<file path="src/rtl/bbl_pkg.sv">
package bbl_pkg;

    localparam int SHIFT_W   = 4;
    localparam int BLK_LOG_S = 3;
    localparam int BLK_LOG_L = 4;
    localparam int GRID_W    = BLK_LOG_L;

    typedef struct packed {
        logic               blk16;
        logic               bdr4;
        logic [SHIFT_W-1:0] shift;
    } grid_cfg_t;

    typedef enum logic [0:0] {
        AXIS_H = 1'b0,
        AXIS_V = 1'b1
    } axis_e;

    // Position inside the block for a coordinate, given the pitch select.
    function automatic logic [GRID_W-1:0] block_pos(input logic [GRID_W-1:0] c,
                                                    input logic blk16);
        logic [GRID_W-1:0] msk;
        msk = blk16 ? GRID_W'((1 << BLK_LOG_L) - 1) : GRID_W'((1 << BLK_LOG_S) - 1);
        return c & msk;
    endfunction

    function automatic logic [GRID_W-1:0] last_pos(input logic blk16);
        return blk16 ? GRID_W'((1 << BLK_LOG_L) - 1) : GRID_W'((1 << BLK_LOG_S) - 1);
    endfunction

    function automatic logic [GRID_W-1:0] half_width(input logic bdr4);
        return bdr4 ? GRID_W'(2) : GRID_W'(1);
    endfunction

endpackage

</file>
<file path="src/rtl/bbl_cfg_shadow.sv">
module bbl_cfg_shadow
    import bbl_pkg::*;
(
    input  logic      clk,
    input  logic      rst,
    input  logic      load,
    input  grid_cfg_t cfg_in,
    output grid_cfg_t cfg_act
);

    always_ff @(posedge clk) begin
        if (rst) begin
            cfg_act <= '0;
        end else if (load) begin
            cfg_act <= cfg_in;
        end
    end

    // settings move only on a frame-start load
    assert_cfg_hold_R8: assert property (@(posedge clk) disable iff (rst)
        !load |=> $stable(cfg_act));

    assert_cfg_load_R8: assert property (@(posedge clk) disable iff (rst)
        load |=> cfg_act == $past(cfg_in));

endmodule

</file>
<file path="src/rtl/bbl_raster_cnt.sv">
module bbl_raster_cnt #(
    parameter int H_W = 10,
    parameter int V_W = 9,
    parameter int SPP = 2
) (
    input  logic           clk,
    input  logic           rst,
    input  logic           adv,
    input  logic           ls,
    input  logic           fs,
    output logic [H_W-1:0] hpos,
    output logic [V_W-1:0] vpos
);

    localparam int PH_W = (SPP > 1) ? $clog2(SPP) : 1;
    localparam logic [PH_W-1:0] PH_LAST = PH_W'(SPP - 1);

    logic [PH_W-1:0] phase;

    always_ff @(posedge clk) begin
        if (rst) begin
            hpos  <= '0;
            vpos  <= '0;
            phase <= '0;
        end else if (adv) begin
            if (fs) begin
                hpos  <= '0;
                vpos  <= '0;
                phase <= '0;
            end else if (ls) begin
                hpos  <= '0;
                vpos  <= vpos + V_W'(1);
                phase <= '0;
            end else if (phase == PH_LAST) begin
                phase <= '0;
                hpos  <= hpos + H_W'(1);
            end else begin
                phase <= phase + PH_W'(1);
            end
        end
    end

    // idle cycles leave the raster position alone
    assert_idle_hold_R3: assert property (@(posedge clk) disable iff (rst)
        !adv |=> ($stable(hpos) && $stable(vpos) && $stable(phase)));

    // a mid-pixel sample keeps the pixel index
    assert_pair_hold_R3: assert property (@(posedge clk) disable iff (rst)
        (adv && !ls && !fs && phase != PH_LAST) |=> $stable(hpos));

    // line start puts the sample at pixel 0 of the next row
    assert_line_reset_R7: assert property (@(posedge clk) disable iff (rst)
        (adv && ls && !fs) |=> (hpos == '0 && phase == '0 && vpos == $past(vpos) + V_W'(1)));

    // frame start returns to the origin
    assert_frame_origin_R8: assert property (@(posedge clk) disable iff (rst)
        (adv && fs) |=> (hpos == '0 && vpos == '0 && phase == '0));

endmodule

</file>
<file path="src/rtl/bbl_zone_test.sv">
module bbl_zone_test
    import bbl_pkg::*;
(
    input  logic [GRID_W-1:0] coord,
    input  logic              blk16,
    input  logic              bdr4,
    output logic              hit
);

    logic [GRID_W-1:0] pos;
    logic [GRID_W-1:0] top;
    logic [GRID_W-1:0] half;

    always_comb begin
        pos  = block_pos(coord, blk16);
        top  = last_pos(blk16);
        half = half_width(bdr4);
        hit  = (pos < half) || (pos > (top - half));
    end

    // the first and last position of every block are always border
    always_comb begin
        if (pos == '0 || pos == top) begin
            assert_edge_flag_R5: assert (hit);
        end
    end

endmodule

</file>
<file path="src/rtl/blk_border_locator.sv">
module blk_border_locator
    import bbl_pkg::*;
#(
    parameter int LINE_PIX    = 720,
    parameter int FRAME_LINES = 485,
    parameter int SPP         = 2
) (
    input  logic               clk,
    input  logic               rst,
    input  logic               smp_vld,
    input  logic               line_start,
    input  logic               frame_start,
    input  logic               cfg_blk16,
    input  logic               cfg_bdr4,
    input  logic [SHIFT_W-1:0] cfg_shift,
    output logic               flag_vld,
    output logic               border
);

    localparam int H_W = $clog2(LINE_PIX);
    localparam int V_W = $clog2(FRAME_LINES);

    grid_cfg_t          cfg_req;
    grid_cfg_t          cfg_act;
    logic [H_W-1:0]     hpos;
    logic [V_W-1:0]     vpos;
    logic [GRID_W-1:0]  coord [2];
    logic [1:0]         axis_hit;
    logic               load;

    assign load    = smp_vld & frame_start;
    assign cfg_req = '{blk16: cfg_blk16, bdr4: cfg_bdr4, shift: cfg_shift};

    bbl_cfg_shadow u_shadow (
        .clk     (clk),
        .rst     (rst),
        .load    (load),
        .cfg_in  (cfg_req),
        .cfg_act (cfg_act)
    );

    bbl_raster_cnt #(.H_W(H_W), .V_W(V_W), .SPP(SPP)) u_cnt (
        .clk  (clk),
        .rst  (rst),
        .adv  (smp_vld),
        .ls   (line_start),
        .fs   (frame_start),
        .hpos (hpos),
        .vpos (vpos)
    );

    assign coord[AXIS_H] = hpos[GRID_W-1:0] + cfg_act.shift;
    assign coord[AXIS_V] = vpos[GRID_W-1:0];

    for (genvar a = 0; a < 2; a++) begin : g_axis
        bbl_zone_test u_zone (
            .coord (coord[a]),
            .blk16 (cfg_act.blk16),
            .bdr4  (cfg_act.bdr4),
            .hit   (axis_hit[a])
        );
    end

    always_ff @(posedge clk) begin
        if (rst) begin
            flag_vld <= 1'b0;
        end else begin
            flag_vld <= smp_vld;
        end
    end

    assign border = flag_vld & (|axis_hit);

    assert_vld_follow_R2: assert property (@(posedge clk) disable iff (rst)
        smp_vld |=> flag_vld);

    assert_vld_idle_R2: assert property (@(posedge clk) disable iff (rst)
        !smp_vld |=> !flag_vld);

    assert_quiet_flag_R2: assert property (@(posedge clk) disable iff (rst)
        !flag_vld |-> !border);

    // a vertical border row flags every valid sample of it
    assert_row_border_R9: assert property (@(posedge clk) disable iff (rst)
        (flag_vld && axis_hit[AXIS_V]) |-> border);

endmodule

</file>
<file path="config.mk">
export PLATFORM = sky130hd
export DESIGN_NAME = blk_border_locator
export DESIGN_NICKNAME = d
export VERILOG_FILES = /design/src/rtl/bbl_pkg.sv /design/src/rtl/bbl_cfg_shadow.sv /design/src/rtl/bbl_raster_cnt.sv /design/src/rtl/bbl_zone_test.sv /design/src/rtl/blk_border_locator.sv
export SDC_FILE = /design/constraint.sdc
export NUM_CORES = 1
export LEC_CHECK = 0
export BUFFER_PORTS_ARGS = -buffer_cell sky130_fd_sc_hd__buf_2
export CAP_MARGIN = 25
export CORE_MARGIN = 3
export CORE_UTILIZATION = 50
export CTS_BUF_LIST = sky130_fd_sc_hd__clkbuf_8 sky130_fd_sc_hd__clkbuf_16
export CTS_CLUSTER_SIZE = 10
export DETAILED_ROUTE_END_ITERATION = 10
export PLACE_DENSITY = 0.69
export SKIP_CTS_REPAIR_TIMING = 1
export SLEW_MARGIN = 20
export SYNTH_ARGS = -nofsm -noshare
export SYNTH_HDL_FRONTEND = slang
export SYNTH_SLANG_ARGS = --single-unit
</file>
<file path="constraint.sdc">
create_clock -name clk -period 3.7 [get_ports clk]
set_input_delay 0.74 -clock clk [delete_from_list [all_inputs] [get_ports clk]]
set_output_delay 0.74 -clock clk [all_outputs]
set_load 0.05 [all_outputs]
</file>
Word level (Yosys, flattened, before mapping)
Cells that the tools add are included.
- bits in registers: 27
- output and inout bits: 2
- logic and storage cells: 37
- add/sub/neg operators: 5
- magnitude comparators: 4
- multiplexer cells: 10
- bitwise logic cells: 4
- reductions and logical operators: 7
- operators by type and width (operator ; count):
    $mux 10 ; 3
    $mux 9 ; 2
    $add 10x1->10 const B ; 1
    $add 9x1->9 const B ; 1
    $and 4x4->4 ; 2
    $gt 4x4->1 ; 2
    $lt 4x4->1 ; 2
    $add 4x4->4 ; 1
    $mux 4 ; 1
    $reduce_and 2->1 ; 2
    $sub 4x4->4 ; 1
    $mux 1 ; 3
    $reduce_bool 3->1 ; 1
    $and 1x1->1 ; 2
    $logic_or 1x1->1 ; 2
    $mux 2 ; 1
    $reduce_bool 2->1 ; 1
    $reduce_or 2->1 ; 1
    $add 1x1->1 const B ; 1

Longest topological paths before layout
- word-level depth: 6
- mapped depth: 7
- gate-level depth less buffers: 7

Hierarchy
Synthesis repeated with hierarchy kept, for this count alone.
- cells, all modules: 173
- area total of the unflattened synthesis: 1555.2 um^2
- modules (own cells, without submodules) (module ; times used ; cells each ; area an instance (um^2) ; seq. area each (um^2)):
    bbl_raster_cnt ; 1 ; 113 ; 963.4 ; 400.4
    bbl_zone_test ; 2 ; 14 ; 118.9 ; 0.0
    bbl_cfg_shadow ; 1 ; 19 ; 214.0 ; 120.1
    blk_border_locator ; 1 ; 13 ; 140.1 ; 20.0

Least setup slack after synthesis
OpenSTA, ideal clock, no wires.
- path kind: register to output
- start point: reg u_cnt.hpos[0]
- end point: out border
- arrival: 2.817 ns
- slack: 0.143 ns
- cell stages (with the launch flop): 8
- cell sequence: dfxtp_1 -> ha_1 -> fa_1 -> ha_1 -> o21ba_2 -> or3_1 -> a31o_1 -> a221oi_2
- longest elaborated chain between the ends: 6
- elaborated cells on any way between the ends: 7
- ends and longest elaborated chain (item ; line ; source):
    start, declared ; bbl_raster_cnt.sv:11 ; output logic [H_W-1:0] hpos,
    start signal, assigned ; bbl_raster_cnt.sv:36 ; hpos <= hpos + H_W'(1);
    $add 4x4->4 * ; blk_border_locator.sv:52 ; assign coord[AXIS_H] = hpos[GRID_W-1:0] + cfg_act.shift;
    $and 4x4->4 * ; bbl_pkg.sv:24 ; return c & msk;
    $lt 4x4->1 or $gt 4x4->1 (tied branches) ; bbl_zone_test.sv:18 ; hit = (pos < half) || (pos > (top - half));
    $logic_or 1x1->1 * ; bbl_zone_test.sv:18 ;
    $reduce_or 2->1 * ; blk_border_locator.sv:72 ; assign border = flag_vld & (|axis_hit);
    $and 1x1->1 * ; blk_border_locator.sv:72 ;
    end, declared ; blk_border_locator.sv:17 ; output logic border
Mark *: on every way between the ends. The rest lies on a longest branch, timed or not.

Worst setup path in the final report
Same ends and word-level chain as after synthesis.

==> impl_results.md <==
* Part of the cycle the worst path needs at a little over nine tenths
* Die extent in y at roughly 50 µm
* Vias at around 860
* Vias/cell at between 5 and 6
* Async set-reset flop share out of synthesis at 0%
* Number of synthesized register bits at 16
* Flop2flop setup slack at approximately 2600 ps
* Cell type contributing the most total cell area after synthesis: sky130_fd_sc_hd__dfxtp_1
* Power Total at slightly below 400 µW
* Part of the Yosys area used for sequential elements at between 30% and 40%
* Number of H-tree levels at 1
* Avg WL per Cell at ~13 µm
* Area taken by flip-flops and latches at between 300 and 400 µm²
* Cell types occupying the most area after synthesis: sky130_fd_sc_hd__dfxtp_1 32%, sky130_fd_sc_hd__ha_1 16%, sky130_fd_sc_hd__a21oi_1 6.4%
* Maximum ir drop on the vdd rail at approximately 0.24 mV
* Yosys warns at 0
* Largest net degree at the start of global routing at 19
* Critical Path AT at roughly 2800 ps
* Netlist cell types at 34
* CTS tree: yes
* Worst Clk Skew at around 3.5 ps
* Slew @ Worst Pin at approximately 600 ps
* Worst setup EP type: output pin
* Net count after synthesis at roughly 140
* Ports placed on the boundary at 13
* Layout cells sized above 1 at between 10% and 20%
* Net switching power of the design at ~95 µW
* Shortest clock period the worst path allows after layout at around 3600 ps
* Critical path origin: u_cnt.hpos[0]
* Sum of overflow across all layers after global routing at 0
* Die footprint at about 2600 µm²
* Part of the power in registers at 47.0%
* Antenna cell count at 0
* Result of the run: finished, final reports clean
* Launch instance of the worst register-to-register path: u_cnt.vpos[1]
* Summed instance area of the synthesized netlist at 1010 µm²
* Setup_tns at 0 ps
* Pwr per Cell Area at around 330 nW/µm²
* Startpoint of the worst hold path: u_shadow.cfg_act[2]
* CTS Root Buffer Type: sky130_fd_sc_hd__clkbuf_8
* Number of global-route vias before repair at 840
* Average cell area after synthesis at roughly 8.5 µm²
* Number of failing hold endpoints at the final stage at 0
* Final-layout worst hold slack at between 400 and 500 ps
* Post-DP HPWL at between 1500 and 2000 µm
* Req. time, crit path at between 2000 and 3000 ps
* Pint at approximately 290 µW
* Length of the first detailed-routing pass in iterations at 4
* Placer Congestion at between 0.7 and 0.8
* Multi-input gate area at 666 µm²
* Highest fanout seen on the critical path at 5
* Tightest slew margin relative to the limit at about three fifths
* Clock-pin slew on the worst setup and hold paths at around 60 ps
* Number of max-cap violations at 0
* Crit Path Class: flip-flop to output pin
* Min-delay worst type: flip-flop to flip-flop
* TritonCTS buffer count at 3
* Clk network pwr share at 39.9%
* Final Max Slew Viols at 0
* Starting density of the core at a little under three fifths
* Proportion of netlist area held by the largest area contributor at 31.6%
* Cells after synthesis at roughly 120
* Number of rows in the core area at 15
* Setup-violating endpoint count in the final report at 0
* Antenna violations before repair at 0
* Clock buffer depth at 2
* Filler cell count in the final layout at 171
* Global-route wire length before repair at 3590 µm
* Most used DFF post-synth: sky130_fd_sc_hd__dfxtp_1
* Static power due to leakage at just under 0.0005 µW
* Number of buffer cells added on primary ports at 12
* Number of clock sinks seen by CTS at 16
* RSZ-0062 raised after global routing: no
* Net switching fraction of the power at between 20% and 30%
* Startpoint type of the worst setup path: flip-flop
* Standard cell core area at 1820 µm²
* Horizontal die dimension at a little over 50 µm
* Number of synthesized flops with an enable pin at 0
* Relative area change from synthesis to final layout at 14.3%
* Number of design rule violations left after detail routing at 0
* Clock insertion delay at the later pin of the skew report at between 200 and 300 ps
* NumNets Final at between 150 and 200
* Final wirelength at ~2000 µm
* Highest Clock Rate at between 200 and 300 MHz
* Total Routing Usage GR at 18.0%
* Power share of the combinational group at 13.1%
* Count of routing violations after the opening detailed-route iteration at 15
* Antenna viol nets, final at 0
-- cell type report --
cell class	count	area share (%)
Clock buffer	4	4.75
Inverter	5	1.62
Multi-Input combinational cell	95	57.5
Sequential cell	16	27.8
Tap cell	25	2.70
Timing Repair Buffer	12	5.72
-- logic make-up after synthesis --
| kind of cell | Yosys count | share of synthesized area (%) |
|---|---|---|
| AO/OA/AOI/OAI | 31 | 19.9 |
| AND/OR/NAND/NOR | 47 | 24.7 |
| XOR/XNOR | 2 | 1.73 |
| adder cells (fa/ha/maj) | 14 | 18.0 |
| buffers and inverters | 8 | 2.96 |
| multiplexers | 1 | 1.11 |
| flip-flops | 16 | 31.6 |
-- sequential cells by signal (all words and copies together) (netlist names) --
register,count
u_cnt.hpos,4
u_shadow.cfg_act,6
u_cnt.vpos,4
u_cnt.phase,1
flag_vld,1
-- worst paths after layout --
check,endpoint,depth (start not counted)
hold / removal,u_shadow.cfg_act[2],2
setup / recovery,border,8
setup reg to reg,u_cnt.vpos[2],5
hold reg to reg,u_shadow.cfg_act[2],2
-- worst max-delay path, cell delays in order (launching register included) --
cell and delay (ps):
sky130_fd_sc_hd__dfxtp_2 370, sky130_fd_sc_hd__ha_2 200, sky130_fd_sc_hd__fa_1 450, sky130_fd_sc_hd__ha_1 330, sky130_fd_sc_hd__o21ba_2 210, sky130_fd_sc_hd__or3_1 360
sky130_fd_sc_hd__a31o_1 200, sky130_fd_sc_hd__a221oi_2 260, sky130_fd_sc_hd__buf_6 200
-- cell usage in the layout, fill, tap and decap left out, drive strengths merged, types with 2 or more instances in the layout --
master / Yosys / routed
a21oi: 13 / 13
a22oi: 3 / 3
and2: 2 / 2
and4: 2 / 2
buf: 0 / 12
clkbuf: 3 / 4
dfxtp: 16 / 16
ha: 13 / 13
inv: 5 / 5
nand2: 10 / 10
nand2b: 2 / 2
nand3: 6 / 6
nor2: 14 / 14
nor2b: 2 / 2
nor3b: 3 / 3
o21ai: 6 / 6
or3: 2 / 2
xnor2: 2 / 2
-- metrics by stage --
step | std cells | util [%] | instance area, µm² | setup slack, ps
after global routing | 157 | 63.6 | 1160 | 21.2
final | 157 | 63.6 | 1160 | 128
after detailed placement | 153 | 60.1 | 1090 | 306
after CTS | 157 | 63.1 | 1150 | 5.67
after floorplan | 119 | - | 1010 | 143
after global placement | 153 | 60.1 | 1090 | 399
-- synth_stat cells, drive strengths merged, types with 2 or more instances --
master / count
xnor2: 2
nor2: 14
and4: 2
nand2: 10
nor2b: 2
dfxtp: 16
nand3: 6
clkbuf: 3
inv: 5
and2: 2
nand2b: 2
o21ai: 6
a21oi: 13
ha: 13
a22oi: 3
or3: 2
nor3b: 3
-- layer usage --
metal  global-route usage, %  vias to the layer above  share of wire (%)
met1                    22.9                      398                 47
met2                    29.8                        8                 49
met5                       0                        -                  0
met4                    8.07                        0                1.7
met3                    2.62                        5                2.1
li1                        -                      453                  -
-- power by group through the flow --
stage | clock [µW] | sequential, µW | combinational [µW]
floorplan | 0 | 186 | 32.7
global placement | 0 | 185 | 47.7
detailed placement | 0 | 185 | 49.7
CTS | 157 | 182 | 50.0
global route | 164 | 182 | 57.9
finish | 154 | 182 | 50.6
(Power assumes the default switching activity.)
